File: config.mk
export PLATFORM = sky130hd
export DESIGN_NAME = ir_runlen_sampler
export DESIGN_NICKNAME = d
export VERILOG_FILES = /design/src/rtl/ir_rl_pkg.sv /design/src/rtl/ir_tick_gen.sv /design/src/rtl/ir_front.sv /design/src/rtl/ir_run_fsm.sv /design/src/rtl/ir_runlen_sampler.sv
export SDC_FILE = /design/constraint.sdc
export NUM_CORES = 1
export LEC_CHECK = 0
export ABC_AREA = 1
export BUFFER_PORTS_ARGS = -buffer_cell sky130_fd_sc_hd__buf_2
export CAP_MARGIN = 5
export CORE_ASPECT_RATIO = 2
export CORE_MARGIN = 2
export CORE_UTILIZATION = 53
export CTS_BUF_LIST = sky130_fd_sc_hd__clkbuf_16
export DETAILED_ROUTE_END_ITERATION = 8
export GPL_TIMING_DRIVEN = 0
export HOLD_SLACK_MARGIN = 0.03
export MAX_ROUTING_LAYER = met4
export PLACE_DENSITY = 0.82
export SYNTH_ARGS = -nofsm -noshare
export SYNTH_HDL_FRONTEND = slang
export SYNTH_HIERARCHICAL = 1
export SYNTH_SLANG_ARGS = --single-unit
File: constraint.sdc
create_clock -name clk -period 2.1 [get_ports clk]
set_input_delay 0.21 -clock clk [delete_from_list [all_inputs] [get_ports clk]]
set_output_delay 0.21 -clock clk [all_outputs]
set_load 0.01 [all_outputs]
File: src/rtl/ir_rl_pkg.sv
package ir_rl_pkg;

    localparam int RUN_MAX = 128;
    localparam int LEN_W   = $clog2(RUN_MAX);
    localparam int CNT_W   = $clog2(RUN_MAX + 1);
    localparam logic [1:0] MODE_IR_RX = 2'b11;

    typedef enum logic [1:0] {
        ST_OFF,
        ST_WAIT,
        ST_RUN
    } rl_state_t;

    typedef enum logic [2:0] {
        ACT_HOLD,
        ACT_START,
        ACT_INC,
        ACT_CHUNK,
        ACT_CLEAR
    } rl_act_t;

    typedef struct packed {
        logic             level;
        logic [LEN_W-1:0] len_m1;
    } rl_byte_t;

endpackage

File: src/rtl/ir_tick_gen.sv
module ir_tick_gen #(
    parameter int TICK_DIV = 64
) (
    input  logic clk,
    input  logic rst_n,
    input  logic en,
    output logic tick
);
    localparam int CW = (TICK_DIV > 1) ? $clog2(TICK_DIV) : 1;
    localparam logic [CW-1:0] LAST = CW'(TICK_DIV - 1);

    logic [CW-1:0] div_q;

    always_ff @(posedge clk or negedge rst_n) begin
        if (!rst_n) begin
            div_q <= '0;
        end else if (!en) begin
            div_q <= '0;
        end else if (div_q == LAST) begin
            div_q <= '0;
        end else begin
            div_q <= div_q + 1'b1;
        end
    end

    assign tick = en && (div_q == LAST);

endmodule

File: src/rtl/ir_front.sv
module ir_front #(
    parameter int SYNC_STAGES = 2
) (
    input  logic clk,
    input  logic rst_n,
    input  logic ir_raw,
    input  logic invert,
    output logic level
);
    logic [SYNC_STAGES-1:0] sync_q;

    generate
        for (genvar g = 0; g < SYNC_STAGES; g++) begin : g_sync
            always_ff @(posedge clk or negedge rst_n) begin
                if (!rst_n) begin
                    sync_q[g] <= 1'b0;
                end else if (g == 0) begin
                    sync_q[g] <= ir_raw;
                end else begin
                    sync_q[g] <= sync_q[(g > 0) ? g - 1 : 0];
                end
            end
        end
    endgenerate

    // level 1 = pulse, after optional inversion
    assign level = sync_q[SYNC_STAGES-1] ^ invert;

endmodule

File: src/rtl/ir_run_fsm.sv
module ir_run_fsm
    import ir_rl_pkg::*;
#(
    parameter int IDLE_UNIT  = 128,
    parameter int IDLE_THR_W = 8,
    parameter int NOISE_W    = 6
) (
    input  logic                  clk,
    input  logic                  rst_n,
    input  logic                  en,
    input  logic                  tick,
    input  logic                  level,
    input  logic [NOISE_W-1:0]    noise_thr,
    input  logic [IDLE_THR_W-1:0] idle_thr,
    output logic                  out_valid,
    output logic [7:0]            out_data,
    output logic                  pkt_end
);
    localparam int IDLE_W = $clog2((2 ** IDLE_THR_W) * IDLE_UNIT + 1);
    localparam logic [CNT_W-1:0] CNT_FULL = CNT_W'(RUN_MAX);

    rl_state_t         state_q, state_d;
    rl_act_t           act;
    logic              lvl_q;
    logic              split_q;
    logic [CNT_W-1:0]  cnt_q;
    logic [IDLE_W-1:0] idle_q;
    logic [IDLE_W-1:0] idle_limit;
    logic              keep_run;
    logic              emit;
    logic              end_evt;
    rl_byte_t          emit_byte;

    assign idle_limit = (IDLE_W'(idle_thr) + IDLE_W'(1)) * IDLE_W'(IDLE_UNIT);
    assign keep_run   = split_q || (cnt_q >= CNT_W'(noise_thr));

    // state register
    always_ff @(posedge clk or negedge rst_n) begin
        if (!rst_n) begin
            state_q <= ST_OFF;
        end else begin
            state_q <= state_d;
        end
    end

    // next state and run decisions
    always_comb begin
        state_d          = state_q;
        act              = ACT_HOLD;
        emit             = 1'b0;
        end_evt          = 1'b0;
        emit_byte.level  = lvl_q;
        emit_byte.len_m1 = LEN_W'(cnt_q - CNT_W'(1));
        unique case (state_q)
            ST_OFF: begin
                act = ACT_CLEAR;
                if (en) begin
                    state_d = ST_WAIT;
                end
            end
            ST_WAIT: begin
                if (!en) begin
                    state_d = ST_OFF;
                end else if (tick && level) begin
                    state_d = ST_RUN;
                    act     = ACT_START;
                end
            end
            ST_RUN: begin
                if (!en) begin
                    state_d = ST_OFF;
                end else if (tick) begin
                    if (level != lvl_q) begin
                        emit = keep_run;
                        act  = ACT_START;
                    end else if (!lvl_q && (idle_q == idle_limit)) begin
                        emit    = keep_run;
                        end_evt = 1'b1;
                        act     = ACT_CLEAR;
                        state_d = ST_WAIT;
                    end else if (cnt_q == CNT_FULL) begin
                        emit = 1'b1;
                        act  = ACT_CHUNK;
                    end else begin
                        act = ACT_INC;
                    end
                end
            end
            default: state_d = ST_OFF;
        endcase
    end

    // run datapath
    always_ff @(posedge clk or negedge rst_n) begin
        if (!rst_n) begin
            lvl_q   <= 1'b0;
            split_q <= 1'b0;
            cnt_q   <= '0;
            idle_q  <= '0;
        end else if (!en) begin
            lvl_q   <= 1'b0;
            split_q <= 1'b0;
            cnt_q   <= '0;
            idle_q  <= '0;
        end else begin
            unique case (act)
                ACT_START: begin
                    lvl_q   <= level;
                    split_q <= 1'b0;
                    cnt_q   <= CNT_W'(1);
                    idle_q  <= level ? '0 : IDLE_W'(1);
                end
                ACT_INC: begin
                    cnt_q  <= cnt_q + CNT_W'(1);
                    idle_q <= lvl_q ? '0 : idle_q + IDLE_W'(1);
                end
                ACT_CHUNK: begin
                    split_q <= 1'b1;
                    cnt_q   <= CNT_W'(1);
                    idle_q  <= lvl_q ? '0 : idle_q + IDLE_W'(1);
                end
                ACT_CLEAR: begin
                    lvl_q   <= 1'b0;
                    split_q <= 1'b0;
                    cnt_q   <= '0;
                    idle_q  <= '0;
                end
                default: begin
                    lvl_q <= lvl_q;
                end
            endcase
        end
    end

    // registered outputs
    always_ff @(posedge clk or negedge rst_n) begin
        if (!rst_n) begin
            out_valid <= 1'b0;
            out_data  <= 8'h00;
            pkt_end   <= 1'b0;
        end else begin
            out_valid <= emit;
            pkt_end   <= end_evt;
            if (emit) begin
                out_data <= emit_byte;
            end
        end
    end

endmodule

File: src/rtl/ir_runlen_sampler.sv
module ir_runlen_sampler
    import ir_rl_pkg::*;
#(
    parameter int TICK_DIV    = 64,
    parameter int IDLE_UNIT   = 128,
    parameter int SYNC_STAGES = 2
) (
    input  logic       clk,
    input  logic       rst_n,
    input  logic       ir_raw,
    input  logic       cfg_global_en,
    input  logic       cfg_rx_en,
    input  logic [1:0] cfg_mode,
    input  logic       cfg_invert,
    input  logic [5:0] cfg_noise_thr,
    input  logic [7:0] cfg_idle_thr,
    output logic       rl_valid,
    output logic [7:0] rl_byte,
    output logic       rl_pkt_end
);
    logic en;
    logic tick;
    logic level;

    assign en = cfg_global_en && cfg_rx_en && (cfg_mode == MODE_IR_RX);

    ir_front #(
        .SYNC_STAGES (SYNC_STAGES)
    ) u_front (
        .clk    (clk),
        .rst_n  (rst_n),
        .ir_raw (ir_raw),
        .invert (cfg_invert),
        .level  (level)
    );

    ir_tick_gen #(
        .TICK_DIV (TICK_DIV)
    ) u_tick (
        .clk   (clk),
        .rst_n (rst_n),
        .en    (en),
        .tick  (tick)
    );

    ir_run_fsm #(
        .IDLE_UNIT  (IDLE_UNIT),
        .IDLE_THR_W (8),
        .NOISE_W    (6)
    ) u_fsm (
        .clk       (clk),
        .rst_n     (rst_n),
        .en        (en),
        .tick      (tick),
        .level     (level),
        .noise_thr (cfg_noise_thr),
        .idle_thr  (cfg_idle_thr),
        .out_valid (rl_valid),
        .out_data  (rl_byte),
        .pkt_end   (rl_pkt_end)
    );

endmodule

## After elaboration in Yosys (flattened, before gate mapping)

Cells that the tools add are included.

- Bits in registers: 46
- Input bits: 22
- Logic and storage cells: 89

- Add/subtract/negate cells: 5
- Order comparisons: 1
- Equality and inequality tests: 20
- Muxes and demuxes: 39
- Bitwise gates (word level): 1
- Reductions and logical operators: 12

Operator list:

| cell | count |
|---|---|
| one-hot mux 16 bit (3 select lines) | 1 |
| two-way mux 16 bit | 2 |
| one-hot mux 8 bit (3 select lines) | 1 |
| != test 3 bit, second input constant | 6 |
| adder 16 x 1 -> 16 bit, second input constant | 1 |
| equality test 16 bit | 1 |
| two-way mux 1 bit | 16 |
| two-way mux 3 bit | 5 |
| two-way mux 2 bit | 7 |
| two-way mux 6 bit | 2 |
| adder 8 x 1 -> 9 bit, second input constant | 1 |
| one-hot mux 3 bit (3 select lines) | 1 |
| adder 8 x 1 -> 8 bit, second input constant | 1 |
| equality test 8 bit, second input constant | 1 |
| >= comparator 8 x 6 -> 1 bit | 1 |
| two-way mux 8 bit | 1 |
| != test 4 bit, second input constant | 2 |
| subtractor 7 x 1 -> 7 bit, second input constant | 1 |
| adder 6 x 1 -> 6 bit, second input constant | 1 |
| equality test 3 x 2 -> 1 bit, second input constant | 2 |
| equality test 6 bit, second input constant | 1 |
| one-hot mux 2 bit (3 select lines) | 1 |
| OR reduction 2 bit | 3 |
| logical AND 1 bit | 5 |
| 12 further kinds | 14 |

## Logic depth before layout (Yosys ltp)

- Depth in word-level cells: 12
- Mapped depth: 17
- Depth with buffers taken out: 16

## Cells and area by module

The synthesis kept the hierarchy.

By module, submodules not included:

| module | times used | cells an instance | area an instance (um^2) | seq. area each (um^2) |
|---|---|---|---|---|
| ir_run_fsm | 1 | 373 | 2,687.6 | 950.9 |
| ir_tick_gen | 1 | 33 | 289.0 | 150.1 |
| ir_front | 1 | 7 | 68.8 | 50.0 |
| ir_runlen_sampler | 1 | 3 | 11.3 | 0.0 |

## Worst setup path before layout

Ideal clock, no wire load.

- Path type: register -> register
- Start: register u_tick.div_q[0]
- End: register u_fsm.idle_q[5]
- Setup time: 0.124 ns
- Arrival time: 1.818 ns
- Setup slack: 0.159 ns
- Cell stages (with the launch flop): 14
- Buffers on the path: 1
- Period minus slack after synthesis: 1.941 ns
- Path through: dfrtp_1 -> ha_1 -> nand3_1 -> nor3b_1 -> nand2_1 -> nor2_2 -> nand4_1 -> nand2_1 -> nor2_2 -> inv_2 -> nor2_2 -> buf_4 -> nand2_1 -> o21ai_1

- Longest elaborated chain between the ends: 10
- Elaborated cells between the ends (all ways): 16
- Those cells by class: eq/ne: 6; mux: 7; reduce/logical: 3

Ends and longest elaborated chain:

| item | RTL line | RTL |
|---|---|---|
| from (decl) | ir_tick_gen.sv:12 | `logic [CW-1:0] div_q;` |
| from (signal assigned) | ir_tick_gen.sv:22 | `div_q <= div_q + 1'b1;` |
| equality test 6 bit * | ir_tick_gen.sv:26 | `assign tick = en && (div_q == LAST);` |
| logical AND 1 bit * | ir_tick_gen.sv:26 |  |
| via tick | ir_runlen_sampler.sv:22 | `logic tick;` |
| logical AND 1 bit | ir_run_fsm.sv:64 | `end else if (tick && level) begin` |
| two-way mux 1 bit | ir_run_fsm.sv:64 |  |
| two-way mux 3 bit | ir_run_fsm.sv:62 | `if (!en) begin` |
| one-hot mux 3 bit (3 select lines) * | ir_run_fsm.sv:54 | `unique case (state_q)` |
| equality test 3 x 2 -> 1 bit | ir_run_fsm.sv:106 | `unique case (act)` |
| OR reduction 2 bit (no source line) | - |  |
| one-hot mux 16 bit (3 select lines) | ir_run_fsm.sv:106 |  |
| two-way mux 16 bit | ir_run_fsm.sv:100 | `end else if (!en) begin` |
| to (signal assigned) | ir_run_fsm.sv:111 | `idle_q <= level ? '0 : IDLE_W'(1);` |
| to (signal assigned) | ir_run_fsm.sv:115 | `idle_q <= lvl_q ? '0 : idle_q + IDLE_W'(1);` |
| to (signal assigned) | ir_run_fsm.sv:120 | `idle_q <= lvl_q ? '0 : idle_q + IDLE_W'(1);` |
| to (decl) | ir_run_fsm.sv:27 | `logic [IDLE_W-1:0] idle_q;` |

Mark *: on every way through the listed nets, which the timed path passes. The rest lies on a longest branch.
A chain may end at the register's enable or synchronous reset.

## Worst setup path after layout

- Start: register u_fsm.idle_q[3]
- End: register u_fsm.cnt_q[6]

- Longest elaborated chain between the ends: 11
- Elaborated cells between the ends (all ways): 15
- Those cells by class: eq/ne: 6; mux: 7; reduce/logical: 2

Ends and longest elaborated chain:

| item | RTL line | RTL |
|---|---|---|
| equality test 16 bit * | ir_run_fsm.sv:76 | `end else if (!lvl_q && (idle_q == idle_limit)) begin` |
| logical AND 1 bit * | ir_run_fsm.sv:76 |  |
| two-way mux 3 bit * | ir_run_fsm.sv:76 |  |
| two-way mux 3 bit * | ir_run_fsm.sv:73 | `if (level != lvl_q) begin` |
| two-way mux 3 bit * | ir_run_fsm.sv:72 | `end else if (tick) begin` |
| two-way mux 3 bit * | ir_run_fsm.sv:70 | `if (!en) begin` |
| one-hot mux 3 bit (3 select lines) * | ir_run_fsm.sv:54 |  |
| equality test 3 x 1 -> 1 bit or equality test 3 x 2 -> 1 bit (tied branches) | ir_run_fsm.sv:106 |  |
| OR reduction 2 bit (no source line) | - |  |
| one-hot mux 8 bit (3 select lines) | ir_run_fsm.sv:106 |  |
| two-way mux 8 bit | ir_run_fsm.sv:100 |  |
| to (signal assigned) | ir_run_fsm.sv:114 | `cnt_q <= cnt_q + CNT_W'(1);` |
| to (decl) | ir_run_fsm.sv:26 | `logic [CNT_W-1:0] cnt_q;` |

Mark *: on every way between the ends. The rest lies on a longest branch, timed or not.

==> impl_metrics.toml <==
[timing]
setup_viol = 16
post-route-min-period_ns = 2.22
post-route-period-util_pct = 106
rsz0062_at_grt = "true"
fin_worst_skew_ns = 0.00711
hold_viol = 0
whs_ns = 0.0871
worst_pin_slew_ns = 1.04
setup_slack_ns = -0.121
finalMaxSlewViolations = 0
slew_headroom_pct = 30.8
max_freq_mhz = 450

[power]
vdd_ir_drop_max_mv = 0.810
p_per_area_nw_per_um2 = 457
p_leak_uw = 0.00204

[logic_synthesis]
avgSynthCellArea_sq_um = 7.35
async_reset_ff_share_pct = 100
ys_types = 35
ys_ff_latch = 46
synth_edf_count = 0
yosysWarnings = 6
synth_top_cell_by_area = "dfrtp_1"
synth_nets = 451
netlist_instances = 416
synth_area_sq_um = 3060
ys.flop_type = "dfrtp_1"
yosysTopAreaCellShare_pct = 37.7
ys_top_cells_by_area = "dfrtp_1 (38%), nand2_1 (14%), inv_1 (7.5%), ha_1 (5.3%), nand3_1 (5.2%)"
ys_seq_area_share_pct = 37.7

[finish]
post-route-cell-area_sq_um = 4070
drive_above_1_share_pct = 34.6
syn_to_final_growth_pct = 33.0
nets = 526
fill_cells = 407
diodes = 0

[floorplanning]
die_width_um = 57.7
start_util_pct = 54.0
dieArea_sq_um = 6430
coreArea_sq_um = 5660
row_count = 39
die_h_um = 111
boundaryPins = 32

[drt]
drc = 0
drt_iter0_drc = 138
drt-pass1-iter-count = 4
wl_per_cell_um = 15.7
vias = 3117
antenna_left = 0
drt-vias-per-instance = 5.64
wl_um = 8700

[grt]
gr-total-overflow = 0
antenna_found_initial = 0
grt_pass1_vias = 2866
grt_usage_pct = 25.2
grt_max_degree = 47
grt_pass1_wl_um = 12500

[setup_path]
crit_path_max_incr_delay_ns = 0.42
worst_path_max_delay_cell = "dfrtp_1"
crit_fanout = 6
path_common_cell = "nand2_1"
setup.worst_path.class = "flip-flop to flip-flop"
worstRegToRegCells = 14
critPathRequiredTime_ns = 2.34
worstSetupStartpointType = "flip-flop"
crit_arrival_ns = 2.46
worst-r2r-setup-slack_ns = -0.12
crit_chain = "inv_2, nand2_1, nor2_1, nand2_1, nor2_2, nand3_2, nor2_4, nand4_4, nand3_4, buf_4, nand3b_1, nor2_1, nand3_2, nand2_1"
reg2reg_from = "u_fsm/idle_q[3]"
r2r_end = "u_fsm/cnt_q[6]"
cp-end-kind = "flip-flop"

[clocking]
cts_tree = "done"
clk_pin_slew_ns = 0.07
cts_root_buf = "clkbuf_16"
insertion_delay_ns = 0.30
numCtsBuffers = 5
clkSinkCount = 46
htreeDepth = 2
cts_buffer_depth = 2

[run]
max_cap_viol_count = 0

[status]
status = "complete, but fails checks"
violations = "negative setup slack"

[placement]
dpl_cell_area_sq_um = 3290
dp_hpwl_um = 5230
gp_congestion = 0.938
pre_cts_ws_ns = -0.421
portBuffers = 31

[hold_path]
hp-class = "input port to asynchronous set/reset pin"
[critical path: cells and delay by family, from the launching register on]
kind | cells | cell delay (ns)
AND/OR/NAND/NOR | 12 | 1.49
buffers and inverters | 2 | 0.24
flip-flops | 1 | 0.42
[per-stage QoR]
stage                     power (uW)  utilization (%)  TNS [ns]  instances
after floorplan                  977                -         0        416
after global placement          1030             58.1     -9.33        508
after detailed placement        1030             58.1    -10.89        508
after CTS                       1850             63.7    -0.729        529
after global routing            1920             71.8     -4.35        553
final                           1860             71.8    -0.867        553
[sequential cells by signal, summed over array words and instances (netlist names)]
signal,count
u_tick/div_q,6
u_fsm/out_valid,1
u_fsm/state_q,2
u_front/sync_q,2
u_fsm/split_q,1
u_fsm/cnt_q,8
u_fsm/pkt_end,1
u_fsm/lvl_q,1
u_fsm/out_data,8
u_fsm/idle_q,16
[logic make-up after synthesis]
group	Yosys count	share of synthesized area (%)
simple gates	211	31.6
buf+inv	74	9.70
compound gates	50	9.37
flops	46	37.7
xor+xnor	22	6.30
fa+ha+maj	13	5.32
[worst max path at each step]
stage | endpoint | cells past startpoint | from
global route | u_fsm/cnt_q[6] | 14 | u_fsm/idle_q[2]
finish | u_fsm/cnt_q[6] | 14 | u_fsm/idle_q[3]
CTS | u_fsm/cnt_q[5] | 14 | u_fsm/idle_q[0]
global placement | u_fsm/cnt_q[5] | 15 | cfg_global_en
floorplan | u_fsm/idle_q[5] | 13 | u_tick/div_q[0]
detailed placement | u_fsm/cnt_q[6] | 15 | cfg_global_en
[what timing repair did]
action / in CTS / in global routing
endpoints found under the hold margin: 1 / 0
gates cloned: 1 / 3
buffers inserted: 11 / 21
pin swaps: 9 / 27
hold buffers: 1 / 0
resized for setup: 23 / 80
endpoints found under the setup margin: 35 / 35
[metal layers]
layer	vias up	global-route usage, %	wire length (um)
li1	1486	-	-
met1	1471	25.3	2990
met2	117	44.2	4860
met3	43	3.72	348
met4	0	14.7	507
met5	-	-	0
[layout by cell type, fill, tap and decap left out, drive strengths merged, types with 3 or more instances in the layout]
master and count:
ha 13, nor2 33, xor2 17, a21oi 4
nand3 36, o21ai 33, buf 71, o21bai 3
clkbuf 8, nor3 9, nand4 11, inv 68
dfrtp 46, xnor2 5, nand2 119
[cell type report]
type | count | area, sq um | area share (%)
Multi-Input combinational cell | 296 | 1910 | 46.9
Sequential cell | 46 | 1150 | 28.4
Timing Repair Buffer | 68 | 464 | 11.4
Inverter | 67 | 254 | 6.25
Clock buffer | 5 | 125 | 3.08
Tap cell | 61 | 76.3 | 1.88
Buffer | 7 | 63.8 | 1.57
Clock inverter | 3 | 23.8 | 0.585
[power breakdown]
part,switching (uW),leakage (uW),internal [uW]
Combinational,94.9,0.00134,51.9
Clock,374,0.0000664,446
Sequential,2.08,0.000634,889
[Yosys cell counts (all sizes together) (2+ instances only)]
library cell  instances
ha                   13
o22ai                 2
nor3                  9
dfrtp                46
nand2               119
a21oi                 4
nand3                36
o21bai                3
buf                   5
xnor2                 5
xor2                 17
inv                  67
o21ai                33
clkbuf                2
nand4                11
o211ai                2
nor2                 33
(Power assumes the default switching activity.)
